$ cat src/rtl/lts_pkg.sv
package lts_pkg;

  typedef enum logic [2:0] {
    PH_DETECT   = 3'd0,
    PH_POLL_TS1 = 3'd1,
    PH_POLL_TS2 = 3'd2,
    PH_CFG_LINK = 3'd3,
    PH_CFG_LANE = 3'd4,
    PH_CFG_DONE = 3'd5,
    PH_LINK_UP  = 3'd6
  } phase_e;

  // strobes from control to datapath
  typedef struct packed {
    logic phaseClr;   // new phase: clear counters, flag, timer
    logic fieldClr;   // back to detect: forget adopted numbers
    logic txInc;
    logic rxInc;
    logic rxClr;
    logic setMet;     // receive condition of this phase satisfied
    logic latchLink;
    logic latchLane;
  } dpCtl_t;

endpackage

$ cat src/rtl/lts_field.sv
module lts_field #(
  parameter int W = 8
) (
  input  logic         clk,
  input  logic         rst,
  input  logic         clr,
  input  logic         load,
  input  logic [W-1:0] d,
  output logic [W-1:0] q
);

  always_ff @(posedge clk) begin
    if (rst || clr) q <= '0;
    else if (load)  q <= d;
  end

endmodule

$ cat src/rtl/lts_dp.sv
module lts_dp
  import lts_pkg::*;
#(
  parameter int CNT_W          = 11,
  parameter int RX_W           = 4,
  parameter int TIMEOUT_CYCLES = 65536,
  parameter int LINK_W         = 8,
  parameter int LANE_W         = 5
) (
  input  logic              clk,
  input  logic              rst,
  input  dpCtl_t            ctl,
  input  logic [LINK_W-1:0] rxLink,
  input  logic [LANE_W-1:0] rxLane,
  output logic [CNT_W-1:0]  txCnt,
  output logic [RX_W-1:0]   rxCnt,
  output logic              met,
  output logic              timerLast,
  output logic [LINK_W-1:0] linkVal,
  output logic [LANE_W-1:0] laneVal
);

  localparam int TMR_W = $clog2(TIMEOUT_CYCLES + 1);
  localparam logic [TMR_W-1:0] TMR_LAST = TMR_W'(TIMEOUT_CYCLES - 1);

  logic [TMR_W-1:0] timer;

  always_ff @(posedge clk) begin
    if (rst || ctl.phaseClr) begin
      txCnt <= '0;
      rxCnt <= '0;
      met   <= 1'b0;
      timer <= '0;
    end else begin
      if (ctl.txInc) txCnt <= txCnt + 1'b1;
      if (ctl.rxClr)      rxCnt <= '0;
      else if (ctl.rxInc) rxCnt <= rxCnt + 1'b1;
      if (ctl.setMet) met <= 1'b1;
      if (timer != TMR_LAST) timer <= timer + 1'b1;
    end
  end

  assign timerLast = (timer == TMR_LAST);

  localparam int NFIELD = 2;
  for (genvar g = 0; g < NFIELD; g++) begin : g_field
    if (g == 0) begin : g_link
      lts_field #(.W(LINK_W)) u_fld (
        .clk(clk), .rst(rst), .clr(ctl.fieldClr),
        .load(ctl.latchLink), .d(rxLink), .q(linkVal)
      );
    end else begin : g_lane
      lts_field #(.W(LANE_W)) u_fld (
        .clk(clk), .rst(rst), .clr(ctl.fieldClr),
        .load(ctl.latchLane), .d(rxLane), .q(laneVal)
      );
    end
  end

endmodule

$ cat src/rtl/lts_ctrl.sv
module lts_ctrl
  import lts_pkg::*;
#(
  parameter int POLL_TX_COUNT = 1024,
  parameter int TS2_RX_COUNT  = 8,
  parameter int TS2_TX_COUNT  = 16,
  parameter int CFG_RX_COUNT  = 2,
  parameter int DONE_TX_COUNT = 8,
  parameter int CNT_W         = 11,
  parameter int RX_W          = 4
) (
  input  logic             clk,
  input  logic             rst,
  input  logic             rxPresent,
  input  logic             rxValid,
  input  logic             rxIsTs2,
  input  logic             rxLinkPad,
  input  logic             rxLanePad,
  input  logic             txDone,
  input  logic [CNT_W-1:0] txCnt,
  input  logic [RX_W-1:0]  rxCnt,
  input  logic             met,
  input  logic             timerLast,
  output phase_e           phaseQ,
  output dpCtl_t           ctl
);

  localparam logic [CNT_W-1:0] POLL_LAST = CNT_W'(POLL_TX_COUNT - 1);
  localparam logic [CNT_W-1:0] TS2_LAST  = CNT_W'(TS2_TX_COUNT - 1);
  localparam logic [CNT_W-1:0] DONE_LAST = CNT_W'(DONE_TX_COUNT - 1);
  localparam logic [RX_W-1:0]  TS2_RLAST = RX_W'(TS2_RX_COUNT - 1);
  localparam logic [RX_W-1:0]  CFG_RLAST = RX_W'(CFG_RX_COUNT - 1);

  phase_e nxt;
  logic   qual;
  logic   waiting;

  // which received sets count toward the current phase
  always_comb begin
    unique case (phaseQ)
      PH_POLL_TS1: qual = rxValid && !rxIsTs2;
      PH_POLL_TS2: qual = rxValid && rxIsTs2;
      PH_CFG_LINK: qual = rxValid && !rxIsTs2 && !rxLinkPad;
      PH_CFG_LANE: qual = rxValid && !rxIsTs2 && !rxLinkPad && !rxLanePad;
      default:     qual = 1'b0;
    endcase
  end

  assign waiting = (phaseQ != PH_DETECT) && (phaseQ != PH_LINK_UP);

  always_comb begin
    nxt = phaseQ;
    ctl = '0;
    unique case (phaseQ)
      PH_DETECT: begin
        if (rxPresent) nxt = PH_POLL_TS1;
      end
      PH_POLL_TS1: begin
        if (qual) ctl.setMet = 1'b1;
        if (txDone && met) begin
          ctl.txInc = 1'b1;
          if (txCnt == POLL_LAST) nxt = PH_POLL_TS2;
        end
      end
      PH_POLL_TS2: begin
        if (!met) begin
          if (qual) begin
            if (rxCnt == TS2_RLAST) ctl.setMet = 1'b1;
            else                    ctl.rxInc  = 1'b1;
          end else if (rxValid) begin
            ctl.rxClr = 1'b1;
          end
        end else if (txDone) begin
          ctl.txInc = 1'b1;
          if (txCnt == TS2_LAST) nxt = PH_CFG_LINK;
        end
      end
      PH_CFG_LINK: begin
        if (qual) begin
          if (rxCnt == '0) ctl.latchLink = 1'b1;
          if (rxCnt == CFG_RLAST) nxt = PH_CFG_LANE;
          else                    ctl.rxInc = 1'b1;
        end else if (rxValid) begin
          ctl.rxClr = 1'b1;
        end
      end
      PH_CFG_LANE: begin
        if (qual) begin
          if (rxCnt == '0) ctl.latchLane = 1'b1;
          if (rxCnt == CFG_RLAST) nxt = PH_CFG_DONE;
          else                    ctl.rxInc = 1'b1;
        end else if (rxValid) begin
          ctl.rxClr = 1'b1;
        end
      end
      PH_CFG_DONE: begin
        if (txDone) begin
          ctl.txInc = 1'b1;
          if (txCnt == DONE_LAST) nxt = PH_LINK_UP;
        end
      end
      default: nxt = phaseQ;
    endcase

    // progress in the same cycle wins over the timeout
    if (waiting && timerLast && nxt == phaseQ) nxt = PH_DETECT;

    if (nxt != phaseQ) ctl.phaseClr = 1'b1;
    if (nxt == PH_DETECT && phaseQ != PH_DETECT) ctl.fieldClr = 1'b1;
  end

  always_ff @(posedge clk) begin
    if (rst) phaseQ <= PH_DETECT;
    else     phaseQ <= nxt;
  end

endmodule

$ cat src/rtl/link_train_seq.sv
module link_train_seq
  import lts_pkg::*;
#(
  parameter int POLL_TX_COUNT  = 1024,
  parameter int TS2_RX_COUNT   = 8,
  parameter int TS2_TX_COUNT   = 16,
  parameter int CFG_RX_COUNT   = 2,
  parameter int DONE_TX_COUNT  = 8,
  parameter int TIMEOUT_CYCLES = 65536,
  parameter int LINK_W         = 8,
  parameter int LANE_W         = 5
) (
  input  logic              clk,
  input  logic              rst,
  input  logic              rxPresent,
  input  logic              rxValid,
  input  logic              rxIsTs2,
  input  logic              rxLinkPad,
  input  logic [LINK_W-1:0] rxLink,
  input  logic              rxLanePad,
  input  logic [LANE_W-1:0] rxLane,
  input  logic              txDone,
  output logic              txActive,
  output logic              txIsTs2,
  output logic              txLinkPad,
  output logic [LINK_W-1:0] txLink,
  output logic              txLanePad,
  output logic [LANE_W-1:0] txLane,
  output logic              linkUp,
  output logic [2:0]        phase
);

  localparam int TX_MAX_A = (POLL_TX_COUNT > TS2_TX_COUNT) ? POLL_TX_COUNT : TS2_TX_COUNT;
  localparam int TX_MAX   = (TX_MAX_A > DONE_TX_COUNT) ? TX_MAX_A : DONE_TX_COUNT;
  localparam int RX_MAX   = (TS2_RX_COUNT > CFG_RX_COUNT) ? TS2_RX_COUNT : CFG_RX_COUNT;
  localparam int CNT_W    = $clog2(TX_MAX + 1);
  localparam int RX_W     = $clog2(RX_MAX + 1);

  phase_e            phaseQ;
  dpCtl_t            ctl;
  logic [CNT_W-1:0]  txCnt;
  logic [RX_W-1:0]   rxCnt;
  logic              met;
  logic              timerLast;
  logic [LINK_W-1:0] linkVal;
  logic [LANE_W-1:0] laneVal;
  logic              showLink;
  logic              showLane;

  lts_ctrl #(
    .POLL_TX_COUNT(POLL_TX_COUNT), .TS2_RX_COUNT(TS2_RX_COUNT),
    .TS2_TX_COUNT(TS2_TX_COUNT), .CFG_RX_COUNT(CFG_RX_COUNT),
    .DONE_TX_COUNT(DONE_TX_COUNT), .CNT_W(CNT_W), .RX_W(RX_W)
  ) u_ctrl (
    .clk(clk), .rst(rst), .rxPresent(rxPresent), .rxValid(rxValid),
    .rxIsTs2(rxIsTs2), .rxLinkPad(rxLinkPad), .rxLanePad(rxLanePad),
    .txDone(txDone), .txCnt(txCnt), .rxCnt(rxCnt), .met(met),
    .timerLast(timerLast), .phaseQ(phaseQ), .ctl(ctl)
  );

  lts_dp #(
    .CNT_W(CNT_W), .RX_W(RX_W), .TIMEOUT_CYCLES(TIMEOUT_CYCLES),
    .LINK_W(LINK_W), .LANE_W(LANE_W)
  ) u_dp (
    .clk(clk), .rst(rst), .ctl(ctl), .rxLink(rxLink), .rxLane(rxLane),
    .txCnt(txCnt), .rxCnt(rxCnt), .met(met), .timerLast(timerLast),
    .linkVal(linkVal), .laneVal(laneVal)
  );

  assign showLink  = (phaseQ == PH_CFG_LANE) || (phaseQ == PH_CFG_DONE) || (phaseQ == PH_LINK_UP);
  assign showLane  = (phaseQ == PH_CFG_DONE) || (phaseQ == PH_LINK_UP);
  assign txActive  = (phaseQ != PH_DETECT);
  assign txIsTs2   = (phaseQ == PH_POLL_TS2);
  assign txLinkPad = !showLink;
  assign txLanePad = !showLane;
  assign txLink    = showLink ? linkVal : '0;
  assign txLane    = showLane ? laneVal : '0;
  assign linkUp    = (phaseQ == PH_LINK_UP);
  assign phase     = phaseQ;

endmodule

$ cat config.mk
export PLATFORM = sky130hd
export DESIGN_NAME = link_train_seq
export DESIGN_NICKNAME = d
export VERILOG_FILES = /design/src/rtl/lts_pkg.sv /design/src/rtl/lts_field.sv /design/src/rtl/lts_dp.sv /design/src/rtl/lts_ctrl.sv /design/src/rtl/link_train_seq.sv
export SDC_FILE = /design/constraint.sdc
export NUM_CORES = 1
export LEC_CHECK = 0
export BUFFER_PORTS_ARGS = -buffer_cell sky130_fd_sc_hd__buf_4
export CORE_UTILIZATION = 55
export CTS_CLUSTER_SIZE = 16
export DETAILED_ROUTE_END_ITERATION = 12
export HOLD_SLACK_MARGIN = 0.08
export PLACE_DENSITY = 0.78
export RECOVER_POWER = 25
export SYNTH_ARGS = -nofsm -noshare
export SYNTH_HDL_FRONTEND = slang
export SYNTH_SLANG_ARGS = --single-unit
$ cat constraint.sdc
create_clock -name clk -period 4.02 [get_ports clk]
set_input_delay 0.201 -clock clk [delete_from_list [all_inputs] [get_ports clk]]
set_output_delay 0.201 -clock clk [all_outputs]
set_load 0.02 [all_outputs]
==> metrics list, run 1 <==
- Final Net Count: 364
- Entering global routing, the biggest net connects 24 pins.
- Most common cell after layout, fill and taps aside: sky130_fd_sc_hd__nor2_1
* Number of buffers added to fix hold violations after cts: 0
* Antenna violations before repair: 0
* Critical path peak fanout: 23
- First-pass DRT Iterations: 4
- Detailed placement HPWL: 3770 um
* Met1 track utilization from global routing: 28.7%
- Between clock sinks in the finished design, the worst skew comes to 0.00731 ns.
- Buffer type at the clock tree root: sky130_fd_sc_hd__clkbuf_8
* Leakage component of the power: 1.20 nW
- TritonCTS clock tree: yes
- Start point of the critical path: u_ctrl.phaseQ[2]$_SDFF_PP0_
- Once placement finished, the instance area stood at 2980 sq um.
- The min-delay analysis places its worst path in the category in2reg.
- The synthesized netlist occupies a cell area of 2650 sq um.
* Die Y: 71.4 um
- The critical path is of the reg2reg type.
- Post-cts gate resize count: 0
* Post-CTS setup repair buffer count: 0
- The library cells used most frequently in the layout, excluding fill and tap cells, are 51 x sky130_fd_sc_hd__nor2_1, 49 x sky130_fd_sc_hd__dfxtp_1, 26 x sky130_fd_sc_hd__buf_4.
- Of the total power, combinational logic draws 8.3%.
- In this run the critical register-to-register path is launched from u_ctrl.phaseQ[2]$_SDFF_PP0_.
- The synthesized design spends more area on one cell type than any other, namely sky130_fd_sc_hd__dfxtp_1.
- Setup repair after global routing missed its margin: false
- STA puts the critical path data required time at 4.22 ns.
- Of all flip-flops after synthesis, the portion carrying an async set or reset was 0%.
- In this run, distinct cell masters in the synthesized netlist total 56.
- Sum of negative setup slack: 0 ns
- The finished cells cover 3010 sq um.
- Counting every net in the synthesized netlist gives 326.
- Ports placed on the boundary: 42
* Worst slew pin tran: 0.803 ns
* Number of pins with negative max-slew slack in the final report: 0
- In this run, the number of DRC markers left after iteration 0 of detailed routing was 72.
- Data arrives at the worst endpoint at 3.21 ns.
- Maximum Capacitance Violations: 0
- Sequential cells were found to cover 37.1% of the synthesized design area.
- The share of total power dissipated in the clock network is 35.5%.
* Post-synth top flop: sky130_fd_sc_hd__dfxtp_1
* Most utilized layer in the global route result: met2
- Floorplan die area: 5100 sq um
* Antenna diode count: 0
- The run finished with clean final reports.
* Startpoint of the lowest-slack hold path: rst
* IR drop worst, VDD: 0.000214 V
* Number of nets with antenna violations after routing: 0
- The first global-routing pass estimated 9180 um of wire.
- In the final routed layout, each cell accounts on average for 13.3 um.
* Number of filler cells placed in the layout: 395
- Yosys warnings: 0
* Cells after Synth: 299
* Top cells by area, synth: sky130_fd_sc_hd__dfxtp_1 37%, sky130_fd_sc_hd__nor2_1 7.2%, sky130_fd_sc_hd__mux2i_1 5.7%
- Met3 GRT Util: 5.20%
* Maximum root-to-sink buffer count: 2
* Worst slew margin: 46.1%
- Via-to-Cell Ratio: 5.47
- Counting the buffers created by CTS gives 5.
* Kind of end point of the critical path: register
- FF+latch count, synth: 49
- Share of total power consumed by net switching: 26.7%
- The via count of the first global-routing pass came to 2063.
* Final period utilization: 75.0%
- In this run the number of H-tree levels came out at 2.
- Summed over all layers, the global routing overflow is 0.
* Post-Synthesis Mean Instance Area: 8.85 sq um
- Across every metal layer, demand over resource in global routing totals 22.9%.
- Hold violation total from the final report: 0
* Clock insertion delay at the later pin of the skew report: 0.32 ns
- The initial utilization of the core area, before any placement, comes to 58.8%.
- After floorplanning, the core was divided into 24 placement rows.
- Share of post-route cells with drive strength above 1: 16.9%
- Setup violations, final: 0
- Based on the critical path, the design can be clocked at up to 331 MHz.
- Vias: 2134
- In this run the power spent charging and discharging nets is 0.235 mW.
- # DRC: 0
* Core Region: 4500 sq um
- Wires add up to 5200 um.
- Summed over its instances, the top area cell type makes up 37.1% of the synthesized netlist area.
- The congestion estimate from routability-driven global placement came to 0.819.
- Reg clk slew, reported paths: 0.10 ns
* Die boundary width: 71.4 um
- The worst setup path is launched from a register.
- The clock net in this run drives a total of 49 sinks.
- Signed area change from the synthesized netlist to the final layout: 13.5%
- Met2 Resource Use GR: 37.5%
- Cell internal power was estimated by the tool at 0.646 mW.
* Shortest period the worst path allows: 3.02 ns
- Sequential power share: 56.2%
* P per Cell Area: 293 nW/um^2
- # port buffers: 41
- Counting flops with a built-in enable in the synthesized netlist gives 0.
==> routing by layer <==
layer	part of all wire (%)	routed length, um
met1	48	2510
met2	46	2420
met3	3.5	183
met4	1.7	87
met5	0	0
==> power by group through the flow <==
| stage | Clock [mW] | Sequential, mW | Combinational [mW] |
|---|---|---|---|
| 6_report | 0.313 | 0.496 | 0.0727 |
| 5_1_grt | 0.343 | 0.497 | 0.0786 |
| 4_1_cts | 0.320 | 0.496 | 0.0750 |
| 3_5_place_dp | 0 | 0.507 | 0.0745 |
| 3_3_place_gp | 0 | 0.507 | 0.0731 |
| 2_1_floorplan | 0 | 0.505 | 0.0490 |
==> registers in the layout (all words and copies together), names as in the netlist <==
register                     flops
u_ctrl.phaseQ                    3
u_dp.g_field.g_link.u_fld.q      8
u_dp.g_field.g_lane.u_fld.q      5
u_dp.timer                      17
u_dp.rxCnt                       4
u_dp.met                         1
u_dp.txCnt                      11
==> cell type report <==
type                            count  area (sq um)  area share [%]
Clock buffer                        5          68.8            2.29
Clock inverter                      3          26.3           0.874
Inverter                           12          45.0            1.50
Multi-Input combinational cell    227          1560            52.0
Sequential cell                    49           981            32.6
Tap cell                           52          65.1            2.16
Timing Repair Buffer               42           255            8.49
==> cells by family after synthesis <==
group | share of synthesized area (%)
and+or+nand+nor | 33.2
DFF | 37.1
AOI/OAI and AO/OA | 9.31
xor gates and xnor gates | 8.27
buffers and inverters | 3.69
muxes | 5.67
adders and majority gates | 2.84
==> cell usage after synthesis (2+ instances only) <==
cell type	number
sky130_fd_sc_hd__xor2_1	9
sky130_fd_sc_hd__nand3_1	8
sky130_fd_sc_hd__nor2_4	10
sky130_fd_sc_hd__or3_1	2
sky130_fd_sc_hd__or3b_4	2
sky130_fd_sc_hd__nand4b_1	3
sky130_fd_sc_hd__nor2b_1	3
sky130_fd_sc_hd__inv_1	11
sky130_fd_sc_hd__xnor2_1	16
sky130_fd_sc_hd__mux2i_1	15
sky130_fd_sc_hd__nor4_1	5
sky130_fd_sc_hd__a311oi_1	3
sky130_fd_sc_hd__a21oi_1	6
sky130_fd_sc_hd__and2_1	7
sky130_fd_sc_hd__nand2b_1	4
sky130_fd_sc_hd__and4_1	3
sky130_fd_sc_hd__dfxtp_1	49
sky130_fd_sc_hd__ha_1	6
sky130_fd_sc_hd__o21ai_1	3
sky130_fd_sc_hd__nand2_1	16
sky130_fd_sc_hd__nor2_1	51
sky130_fd_sc_hd__buf_2	3
sky130_fd_sc_hd__nand4_1	5
sky130_fd_sc_hd__clkbuf_1	6
sky130_fd_sc_hd__a31oi_1	2
sky130_fd_sc_hd__nor3_1	7
sky130_fd_sc_hd__o21a_1	3
sky130_fd_sc_hd__o21ai_0	2
sky130_fd_sc_hd__o22ai_2	2
sky130_fd_sc_hd__and3_1	11
==> worst max-delay path, cell delays in order (launching register included) <==
cell and delay, ns:
sky130_fd_sc_hd__dfxtp_1 0.74, sky130_fd_sc_hd__nor3b_1 0.51, sky130_fd_sc_hd__or3b_4 0.46, sky130_fd_sc_hd__o22ai_2 0.18
sky130_fd_sc_hd__nor4_4 0.08, sky130_fd_sc_hd__a31oi_2 0.49, sky130_fd_sc_hd__buf_4 0.36, sky130_fd_sc_hd__a311oi_1 0.07
==> metrics by stage <==
stage | total power [mW] | util [%] | setup slack [ns] | cells | hold slack [ns]
2_1_floorplan | 0.554 | - | 1.70 | 299 | 0.279
3_3_place_gp | 0.580 | 66.1 | 1.24 | 382 | 0.422
3_5_place_dp | 0.582 | 66.1 | 1.16 | 382 | 0.433
4_1_cts | 0.891 | 68.2 | 1.11 | 390 | 0.100
5_1_grt | 0.918 | 66.7 | 0.766 | 390 | 0.0975
6_report | 0.881 | 66.7 | 1.00 | 390 | 0.0980
==> path summary, 6_finish.rpt <==
kind         slack [ns]  cells after the start                           to
max                1.00                      7   u_dp.rxCnt[3]$_SDFFE_PP0P_
min                 0.1                      2  u_ctrl.phaseQ[0]$_SDFF_PP0_
max reg2reg        1.00                      7   u_dp.rxCnt[3]$_SDFFE_PP0P_
min reg2reg        0.51                      2  u_dp.timer[16]$_SDFFE_PP0N_
Power figures use the tool's default switching activity.
==> run 2: changes to the inputs <==
==> constraint.sdc (replaced) <==
create_clock -name clk -period 3 [get_ports clk]
set_input_delay 0.15 -clock clk [delete_from_list [all_inputs] [get_ports clk]]
set_output_delay 0.15 -clock clk [all_outputs]
set_load 0.02 [all_outputs]
==> metrics list, run 2 (synthesis gave the netlist of run 1 again) <==
* Status: complete, no violations (unchanged)
- The flip-flop count of the largest register, all copies and words added is 17 (unchanged).
- Floorplan die area: 5100 sq um (unchanged)
* Final Net Count: 370 (was 364)
- Antenna violations before repair: 0 (unchanged)
- The beginning of the worst register-to-register path was u_dp.timer[3]$_SDFFE_PP0N_ (was u_ctrl.phaseQ[2]$_SDFF_PP0_).
* Die boundary width: 71.4 um (unchanged)
* Sum of negative setup slack: 0 ns (unchanged)
- Number of buffers added to fix hold violations after cts: 3 (was 0)
- The worst-case clock skew is 0.00595 ns (was 0.00731 ns).
- The remaining routing DRC violations is 0 (unchanged).
- Most common cell after layout, fill and taps aside: sky130_fd_sc_hd__nor2_1 (unchanged)
- The iteration-0 DRC count of the detailed router came to 72 (unchanged).
- Worst slew margin: 44.0% (was 46.1%)
- The end point of the most critical hold path was u_dp.g_field[0].g_link.u_fld.q[1]$_SDFFE_PP0P_ (was u_ctrl.phaseQ[0]$_SDFF_PP0_).
- Total track usage: 22.1% (was 22.9%)
- The signal arrival time at the worst endpoint was 2.83 ns (was 3.21 ns).
* Leakage component of the power: 1.24 nW (was 1.20 nW)
- Number of placed instances, taps included: 385 (was 382)
- The wire length of the first global-routing pass is 8980 um (was 9180 um).
- Post-Layout Cell Count: 396 (was 390)
- First-pass DRT Iterations: 4 (unchanged)
* Detailed-route wire length per cell: 13.3 um (about the same)
* Reg clk slew, reported paths: 0.09 ns (was 0.10 ns)
* Initial Utilization: 58.8% (unchanged)
- The number of cells on the worst hold path is 3 (was 2).
* Antenna diode count: 0 (unchanged)
- The maximum clock frequency is 381 MHz (was 331 MHz).
- Total number of clock tree sinks: 49 (unchanged)
- Share of post-route cells with drive strength above 1: 17.4% (was 16.9%)
- Maximum root-to-sink buffer count: 2 (unchanged)
* Final RePlAce weighted congestion: 0.764 (was 0.819)
* Setup violations, final: 0 (unchanged)
- Detailed placement HPWL: 3730 um (was 3770 um)
* P per Cell Area: 377 nW/um^2 (was 293 nW/um^2)
- Die Y: 71.4 um (unchanged)
- Setup repair after global routing missed its margin: false (unchanged)
* Vias: 2204 (was 2134)
- The maximum number of pins on one net before global-route repair is 30 (was 24).
- The shortest period the worst path allows came to 2.63 ns (was 3.02 ns).
* IR drop worst, VDD: 0.000319 V (was 0.000214 V)
- Maximum Capacitance Violations: 0 (unchanged)
- Buffer type at the clock tree root: sky130_fd_sc_hd__clkbuf_8 (unchanged)
- The number of cell instances on the worst register-to-register path is 9 (was 7).
* Data required time of the worst path: 3.20 ns (was 4.22 ns)
- Largest regs: u_dp.timer x17, u_dp.txCnt x11, u_dp.g_field.g_link.u_fld.q x8 (unchanged)
- Post-CTS setup repair buffer count: 0 (unchanged)
- The number of fill cells was 389 (was 395).
- The number of routed nets with antenna violations is 0 (unchanged).
- The core footprint was 4500 sq um (unchanged).
* Final period utilization: 87.6% (was 75.0%)
- Total number of placement rows: 24 (unchanged)
- The number of H-tree levels came to 2 (unchanged).
* Critical setup path kind: reg2reg (unchanged)
* Startpoint of the lowest-slack hold path: rxLink[1] (was rst)
- Worst slew pin tran: 0.840 ns (was 0.803 ns)
- The TritonCTS clock tree was yes (unchanged).
* DRT Wirelength: 5270 um (was 5200 um)
* Total CTS buffers: 5 (unchanged)
- The maximum fanout count along the critical path was 15 (was 23).
- The register-to-register setup slack is 0.37 ns (was 1.00 ns).
* Terminus of the critical flop-to-flop path: u_ctrl.phaseQ[2]$_SDFF_PP0_ (was u_dp.rxCnt[3]$_SDFFE_PP0P_)
- The via-per-instance ratio was 5.57 (was 5.47).
* Top library cells by usage in the layout, fill and taps aside: 51 x sky130_fd_sc_hd__nor2_1, 49 x sky130_fd_sc_hd__dfxtp_1, 29 x sky130_fd_sc_hd__buf_4 (was 51 x sky130_fd_sc_hd__nor2_1, 49 x sky130_fd_sc_hd__dfxtp_1, 26 x sky130_fd_sc_hd__buf_4)
- The kind of capture point of the worst setup path is a register (unchanged).
- The register with the most flip-flops was u_dp.timer (unchanged).
* Hold/Removal Path Class: in2reg (unchanged)
- The final hold violation count was 0 (unchanged).
- The total count of max-transition violations in the final report was 0 (unchanged).
- Startpoint types: register (unchanged)
* Signed area change from the synthesized netlist to the final layout: 16.0% (was 13.5%)
* # port buffers: 41 (unchanged)
- Vias in the first global route: 2027 (was 2063)
- GRT overflow: 0 (unchanged)
- The count of pins on the block boundary is 42 (unchanged).
* Post-cts gate resize count: 0 (unchanged)
- Placed Instance Area: 3010 sq um (was 2980 sq um)
* Clock insertion delay at the later pin of the skew report: 0.30 ns (was 0.32 ns)
- The design area was 3070 sq um (was 3010 sq um).
-- run 2: cell count changes in the layout (fill, tap and decap cells not counted), sizes merged --
cell,delta
buf,+4
dlygate4sd3,+3
clkinvlp,-2
clkinv,+1
-- run 2: layout make-up --
cell class                 instances  area, sq um  share of cell area, %
tap                               52         65.1                   2.12
clock buffer                       6         72.6                   2.36
sequential                        49          981                   31.9
timing repair buffer              48          324                   10.6
inverter                          12         45.0                   1.47
multi-input combinational        227         1570                   51.1
clock inverter                     2         13.8                  0.448
-- run 2: critical path, stage by stage (launching register included) --
cell                       delay (ns)
sky130_fd_sc_hd__dfxtp_1         0.42
sky130_fd_sc_hd__and4_1          0.27
sky130_fd_sc_hd__and4_1          0.25
sky130_fd_sc_hd__nand4_1         0.14
sky130_fd_sc_hd__nor2_1          0.13
sky130_fd_sc_hd__ha_1            0.35
sky130_fd_sc_hd__nand3_1         0.17
sky130_fd_sc_hd__o21bai_1        0.19
sky130_fd_sc_hd__o31a_4          0.39
sky130_fd_sc_hd__o21ba_1         0.20
-- run 2: worst max path at each step --
stage                                             end  slack (ns)                        from  depth (start not counted)
after floorplan           u_ctrl.phaseQ[1]$_SDFF_PP0_        0.68  u_dp.timer[3]$_SDFFE_PP0N_                         11
after global placement    u_ctrl.phaseQ[2]$_SDFF_PP0_        0.54  u_dp.timer[3]$_SDFFE_PP0N_                          9
after detailed placement  u_ctrl.phaseQ[2]$_SDFF_PP0_        0.42  u_dp.timer[3]$_SDFFE_PP0N_                          9
after CTS                 u_ctrl.phaseQ[2]$_SDFF_PP0_        0.38  u_dp.timer[3]$_SDFFE_PP0N_                          9
after global routing      u_ctrl.phaseQ[2]$_SDFF_PP0_        0.16  u_dp.timer[3]$_SDFFE_PP0N_                          9
final                     u_ctrl.phaseQ[2]$_SDFF_PP0_        0.37  u_dp.timer[3]$_SDFFE_PP0N_                          9
-- run 2: metal layers --
layer / GRT usage [%] / routed length (um)
met5: 0 / 0
met3: 4.64 / 169
met2: 36.4 / 2490
met4: 6.22 / 58
met1: 29.4 / 2550
-- run 2: per-stage QoR --
| stage | utilization, % | hold slack, ns | setup slack [ns] | total power [mW] |
|---|---|---|---|---|
| global route | 68.2 | 0.0837 | 0.163 | 1.21 |
| floorplan | - | 0.228 | 0.679 | 0.742 |
| detailed placement | 66.8 | 0.375 | 0.422 | 0.783 |
| finish | 68.2 | 0.0856 | 0.373 | 1.16 |
| CTS | 69.4 | 0.0859 | 0.383 | 1.17 |
| global placement | 66.8 | 0.373 | 0.544 | 0.782 |
-- run 2: power by group --
part	total, mW	internal [mW]	switching (mW)	leakage [nW]
clock	0.389	0.166	0.223	0.0456
combinational	0.105	0.0477	0.0578	0.804
sequential	0.664	0.655	0.00924	0.395
total	1.16	0.869	0.290	1.24
==> run 3: changes to the inputs <==
--- a/config.mk
+++ b/config.mk
@@ -5,6 +5,7 @@
 export SDC_FILE = /design/constraint.sdc
 export NUM_CORES = 1
 export LEC_CHECK = 0
+export ABC_AREA = 1
 export BUFFER_PORTS_ARGS = -buffer_cell sky130_fd_sc_hd__buf_4
 export CORE_UTILIZATION = 55
 export CTS_CLUSTER_SIZE = 16
==> metrics list, run 3 <==
* Detailed placement HPWL: 3990 um (was 3730 um)
- The sum of routed wire length over all layers came to 5310 um (was 5270 um).
- Leakage component of the power: 1.18 nW (was 1.24 nW)
- Cell type group with the largest total delay on the critical path: simple AND/OR/NAND/NOR gates (unchanged)
- FF+latch count, synth: 49 (unchanged)
* Hold Path Depth: 3 (unchanged)
- Setup repair after global routing missed its margin: false (unchanged).
* Path depth of the worst reg2reg path: 16 (was 9)
- Top-count cell post-synth: sky130_fd_sc_hd__nor2_1 (unchanged)
- Number of buffers and inverters on the critical path: 3 (was 0)
- The worst-case headroom to the max-slew limit came to 70.5% (was 44.0%).
- The kind of capture point of the worst setup path is a register (unchanged).
- The number of CTS-inserted buffers came to 5 (unchanged).
* Largest register by flop count: u_dp.timer (unchanged)
- The via count of the routed design came to 2429 (was 2204).
- Startpoint types: register (unchanged)
- P per Cell Area: 368 nW/um^2 (was 377 nW/um^2)
* GRT overflow: 0 (unchanged)
- The number of routed nets with antenna violations came to 0 (unchanged).
- Netlist cell types: 30 (was 56)
* Top library cells by usage in the layout, fill and taps aside: 67 x sky130_fd_sc_hd__nor2_1, 64 x sky130_fd_sc_hd__inv_1, 57 x sky130_fd_sc_hd__nand2_1 (was 51 x sky130_fd_sc_hd__nor2_1, 49 x sky130_fd_sc_hd__dfxtp_1, 29 x sky130_fd_sc_hd__buf_4)
* Post-CTS setup repair buffer count: 0 (unchanged)
* Setup violations, final: 0 (unchanged)
- The largest vdd supply drop is 0.000254 V (was 0.000319 V).
- The peak per-stage delay on the critical path was 0.40 ns (was 0.42 ns).
- The shortest period the worst path allows is 2.59 ns (was 2.63 ns).
- The transition time of the tightest slew-check pin is 0.442 ns (was 0.840 ns).
- Post-Synthesis Mean Instance Area: 6.91 sq um (was 8.85 sq um)
- # port buffers: 41 (unchanged)
- The count of nets after finishing is 454 (was 370).
- The top flip-flop cell by instance count after synthesis is sky130_fd_sc_hd__dfxtp_1 (unchanged).
* CP most frequent cell: sky130_fd_sc_hd__nand2_1 (was sky130_fd_sc_hd__and4_1)
- Initial DRC count: 75 (was 72)
- The launch instance of the worst min-delay path was rxLink[4] (was rxLink[1]).
- The number of max-cap violations was 0 (unchanged).
* Sum of negative setup slack: 0 ns (unchanged)
- The core occupancy in the finished layout was 67.6% (was 68.2%).
- Clock insertion delay at the later pin of the skew report: 0.30 ns (about the same)
- The most frequent standard cell in the layout excluding fill and tap cells is sky130_fd_sc_hd__nor2_1 (unchanged).
* Maximum root-to-sink buffer count: 2 (unchanged)
- The number of iterations in the first detailed-routing pass was 4 (unchanged).
* Origin of the critical flop-to-flop path: u_dp.timer[0]$_SDFFE_PP0N_ (was u_dp.timer[3]$_SDFFE_PP0N_)
- The final antenna diode count came to 0 (unchanged).
* Synthesized Nets: 413 (was 326)
- Final period utilization: 86.3% (was 87.6%)
- Critical path peak fanout: 29 (was 15)
- Total number of placement rows: 24 (unchanged)
- Die boundary width: 71.6 um (was 71.4 um)
* Initial Utilization: 59.2% (was 58.8%)
* Netlist area before placement: 2670 sq um (was 2650 sq um)
- The die footprint was 5130 sq um (was 5100 sq um).
- The count of pins on the block boundary is 42 (unchanged).
- Data required time of the worst path: 3.19 ns (was 3.20 ns)
* Total number of clock tree sinks: 49 (unchanged)
- Top cells by area, synth: sky130_fd_sc_hd__dfxtp_1 37%, sky130_fd_sc_hd__nor2_1 9.4%, sky130_fd_sc_hd__inv_1 8.7% (was sky130_fd_sc_hd__dfxtp_1 37%, sky130_fd_sc_hd__nor2_1 7.2%, sky130_fd_sc_hd__mux2i_1 5.7%)
* Slowest cell on crit path: sky130_fd_sc_hd__ha_1 (was sky130_fd_sc_hd__dfxtp_1)
- Core Region: 4500 sq um (unchanged)
* Hold violation total from the final report: 0 (unchanged)
- Largest register FFs: 17 (unchanged)
- The count of flip-flops with a built-in enable after synthesis was 0 (unchanged).
* Die Y: 71.6 um (was 71.4 um)
* Global-route wire length before repair: 9130 um (was 8980 um)
- The area overhead of the layout relative to synthesis was 14.2% (was 16.0%).
* Largest regs: u_dp.timer x17, u_dp.txCnt x11, u_dp.g_field.g_link.u_fld.q x8 (unchanged)
- The worst-case clock skew is 0.00886 ns (was 0.00595 ns).
* Reg clk slew, reported paths: 0.09 ns (about the same)
* Total track usage: 22.1% (about the same)
- Via-to-Cell Ratio: 5.06 (was 5.57)
- The register-to-register setup slack is 0.41 ns (was 0.37 ns).
- The detail-routed net length per standard cell came to 11.1 um (was 13.3 um).
* Terminus of the critical flop-to-flop path: u_dp.txCnt[2]$_SDFFE_PP0P_ (was u_ctrl.phaseQ[2]$_SDFF_PP0_)
* Final RePlAce weighted congestion: 0.938 (was 0.764)
- Area share of the leading cell type in the synthesized netlist: 36.8% (was 37.1%)
* Critical setup path kind: reg2reg (unchanged)
* Yosys warnings: 0 (unchanged)
- Critical-path cell list: ha_1 > inv_1 > nor3_1 > nand3_1 > nor4_1 > ha_1 > nand3_1 > inv_1 > nand2_1 > a21oi_2 > nand2_1 > nand2_1 > nand2_1 > nand2_1 > buf_12 > nor2_1 (was and4_1 > and4_1 > nand4_1 > nor2_1 > ha_1 > nand3_1 > o21bai_1 > o31a_4 > o21ba_1).
* Number of pins with negative max-slew slack in the final report: 0 (unchanged)
- The most area-hungry cell type in the Yosys netlist is sky130_fd_sc_hd__dfxtp_1 (unchanged).
* Buffer type at the clock tree root: sky130_fd_sc_hd__clkbuf_8 (unchanged)
- Hold Path End: u_dp.g_field[0].g_link.u_fld.q[4]$_SDFFE_PP0P_ (was u_dp.g_field[0].g_link.u_fld.q[1]$_SDFFE_PP0P_)
- The TritonCTS clock tree was yes (unchanged).
- The proportion of layout cells with a drive suffix above 1 was 13.6% (was 17.4%).
- The number of H-tree levels came to 2 (unchanged).
- The class of the tightest hold or removal check is in2reg (unchanged).
- Status: complete, no violations (unchanged).
- Pin count of the biggest net entering global routing: 30 (unchanged)
- Highest achievable clock rate: 386 MHz (was 381 MHz)
* Sequential area share after synthesis: 36.8% (was 37.1%)
- Most frequent cells after synthesis: 67 x sky130_fd_sc_hd__nor2_1, 62 x sky130_fd_sc_hd__inv_1, 57 x sky130_fd_sc_hd__nand2_1 (was 51 x sky130_fd_sc_hd__nor2_1, 49 x sky130_fd_sc_hd__dfxtp_1, 16 x sky130_fd_sc_hd__nand2_1, 16 x sky130_fd_sc_hd__xnor2_1, 15 x sky130_fd_sc_hd__mux2i_1).
- The total power draw was 1.12 mW (was 1.16 mW).
* Number of filler cells placed in the layout: 405 (was 389)
- Antenna violations before repair: 0 (unchanged)
- The synthesized netlist cell count was 386 (was 299).
- Share of synthesized registers carrying an async set or reset: 0% (unchanged)
- Vias in the first global route: 2151 (was 2027)
- The signal arrival time at the worst endpoint was 2.78 ns (was 2.83 ns).
- # DRC: 0 (unchanged)
-- run 3: cell count changes in the layout (fill, tap and decap cells not counted), sizes merged, moves of 11 or more --
cell / change
nand3: +26
nand2: +44
mux2i: -13
a21oi: +13
nor2: +17
inv: +52
and3: -11
-- run 3: metal layers --
layer | vias to the layer above | track usage, % | share of wire, %
li1 | 1287 | - | -
met1 | 1096 | 31.2 | 52
met2 | 38 | 33.6 | 44
met3 | 8 | 4.50 | 2.9
met4 | 0 | 7.63 | 1.6
met5 | - | 0 | 0
-- run 3: cells by family (layout without fill, tap and decap cells) --
logic type      Yosys count  after routing  share of synthesized area [%]
compound gates           31             31                           6.57
xor+xnor                 26             26                           8.54
fa+ha+maj                 6              6                           2.81
buf+inv                  76            118                           11.4
flops                    49             49                           36.8
mux                       2              2                          0.750
simple gates            196            196                           33.1
-- run 3: power breakdown --
group / switching [mW] / total [mW] / internal [mW]
registers: 0.00547 / 0.660 / 0.654
logic: 0.0510 / 0.0878 / 0.0368
clock network: 0.210 / 0.372 / 0.162
-- run 3: area by class of cell --
| type | count | area (sq um) | share of cell area, % |
|---|---|---|---|
| multi-input combinational | 261 | 1380 | 45.2 |
| inverter | 66 | 248 | 8.13 |
| clock buffer | 6 | 72.6 | 2.38 |
| timing repair buffer | 44 | 293 | 9.61 |
| tap | 52 | 65.1 | 2.14 |
| sequential | 49 | 981 | 32.2 |
| clock inverter | 2 | 10.0 | 0.329 |
-- run 3: worst max path at each step --
stage                                          start                     endpoint  slack (ns)  cells after the start
after floorplan           u_dp.timer[0]$_SDFFE_PP0N_   u_dp.timer[6]$_SDFFE_PP0N_        0.58                     18
after global placement    u_dp.timer[0]$_SDFFE_PP0N_        u_dp.met$_SDFFE_PP0P_        0.59                     16
after detailed placement  u_dp.timer[0]$_SDFFE_PP0N_  u_dp.timer[14]$_SDFFE_PP0N_        0.42                     16
final                     u_dp.timer[0]$_SDFFE_PP0N_   u_dp.txCnt[2]$_SDFFE_PP0P_        0.41                     16
after CTS                 u_dp.timer[0]$_SDFFE_PP0N_   u_dp.txCnt[2]$_SDFFE_PP0P_        0.39                     16
after global routing      u_dp.timer[0]$_SDFFE_PP0N_  u_dp.timer[14]$_SDFFE_PP0N_         0.1                     16
-- run 3: worst min-delay path: stages --
cell	delay [ns]
sky130_fd_sc_hd__buf_4	0.11
sky130_fd_sc_hd__nand4_1	0.07
sky130_fd_sc_hd__a21oi_1	0.06
-- run 3: timing repair --
action | in CTS | in global routing
hold buffers | 1 | 0
gates resized for setup | 0 | 0
endpoints found under the hold margin | 3 | 0
-- run 3: metrics by stage --
| step | std cells | instance area [sq um] | hold slack (ns) | setup WS, ns |
|---|---|---|---|---|
| after floorplan | 386 | 2670 | 0.222 | 0.579 |
| after global placement | 471 | 3010 | 0.343 | 0.585 |
| after detailed placement | 471 | 3010 | 0.342 | 0.418 |
| after CTS | 480 | 3100 | 0.127 | 0.392 |
| after global routing | 480 | 3050 | 0.117 | 0.0987 |
| final | 480 | 3050 | 0.131 | 0.410 |
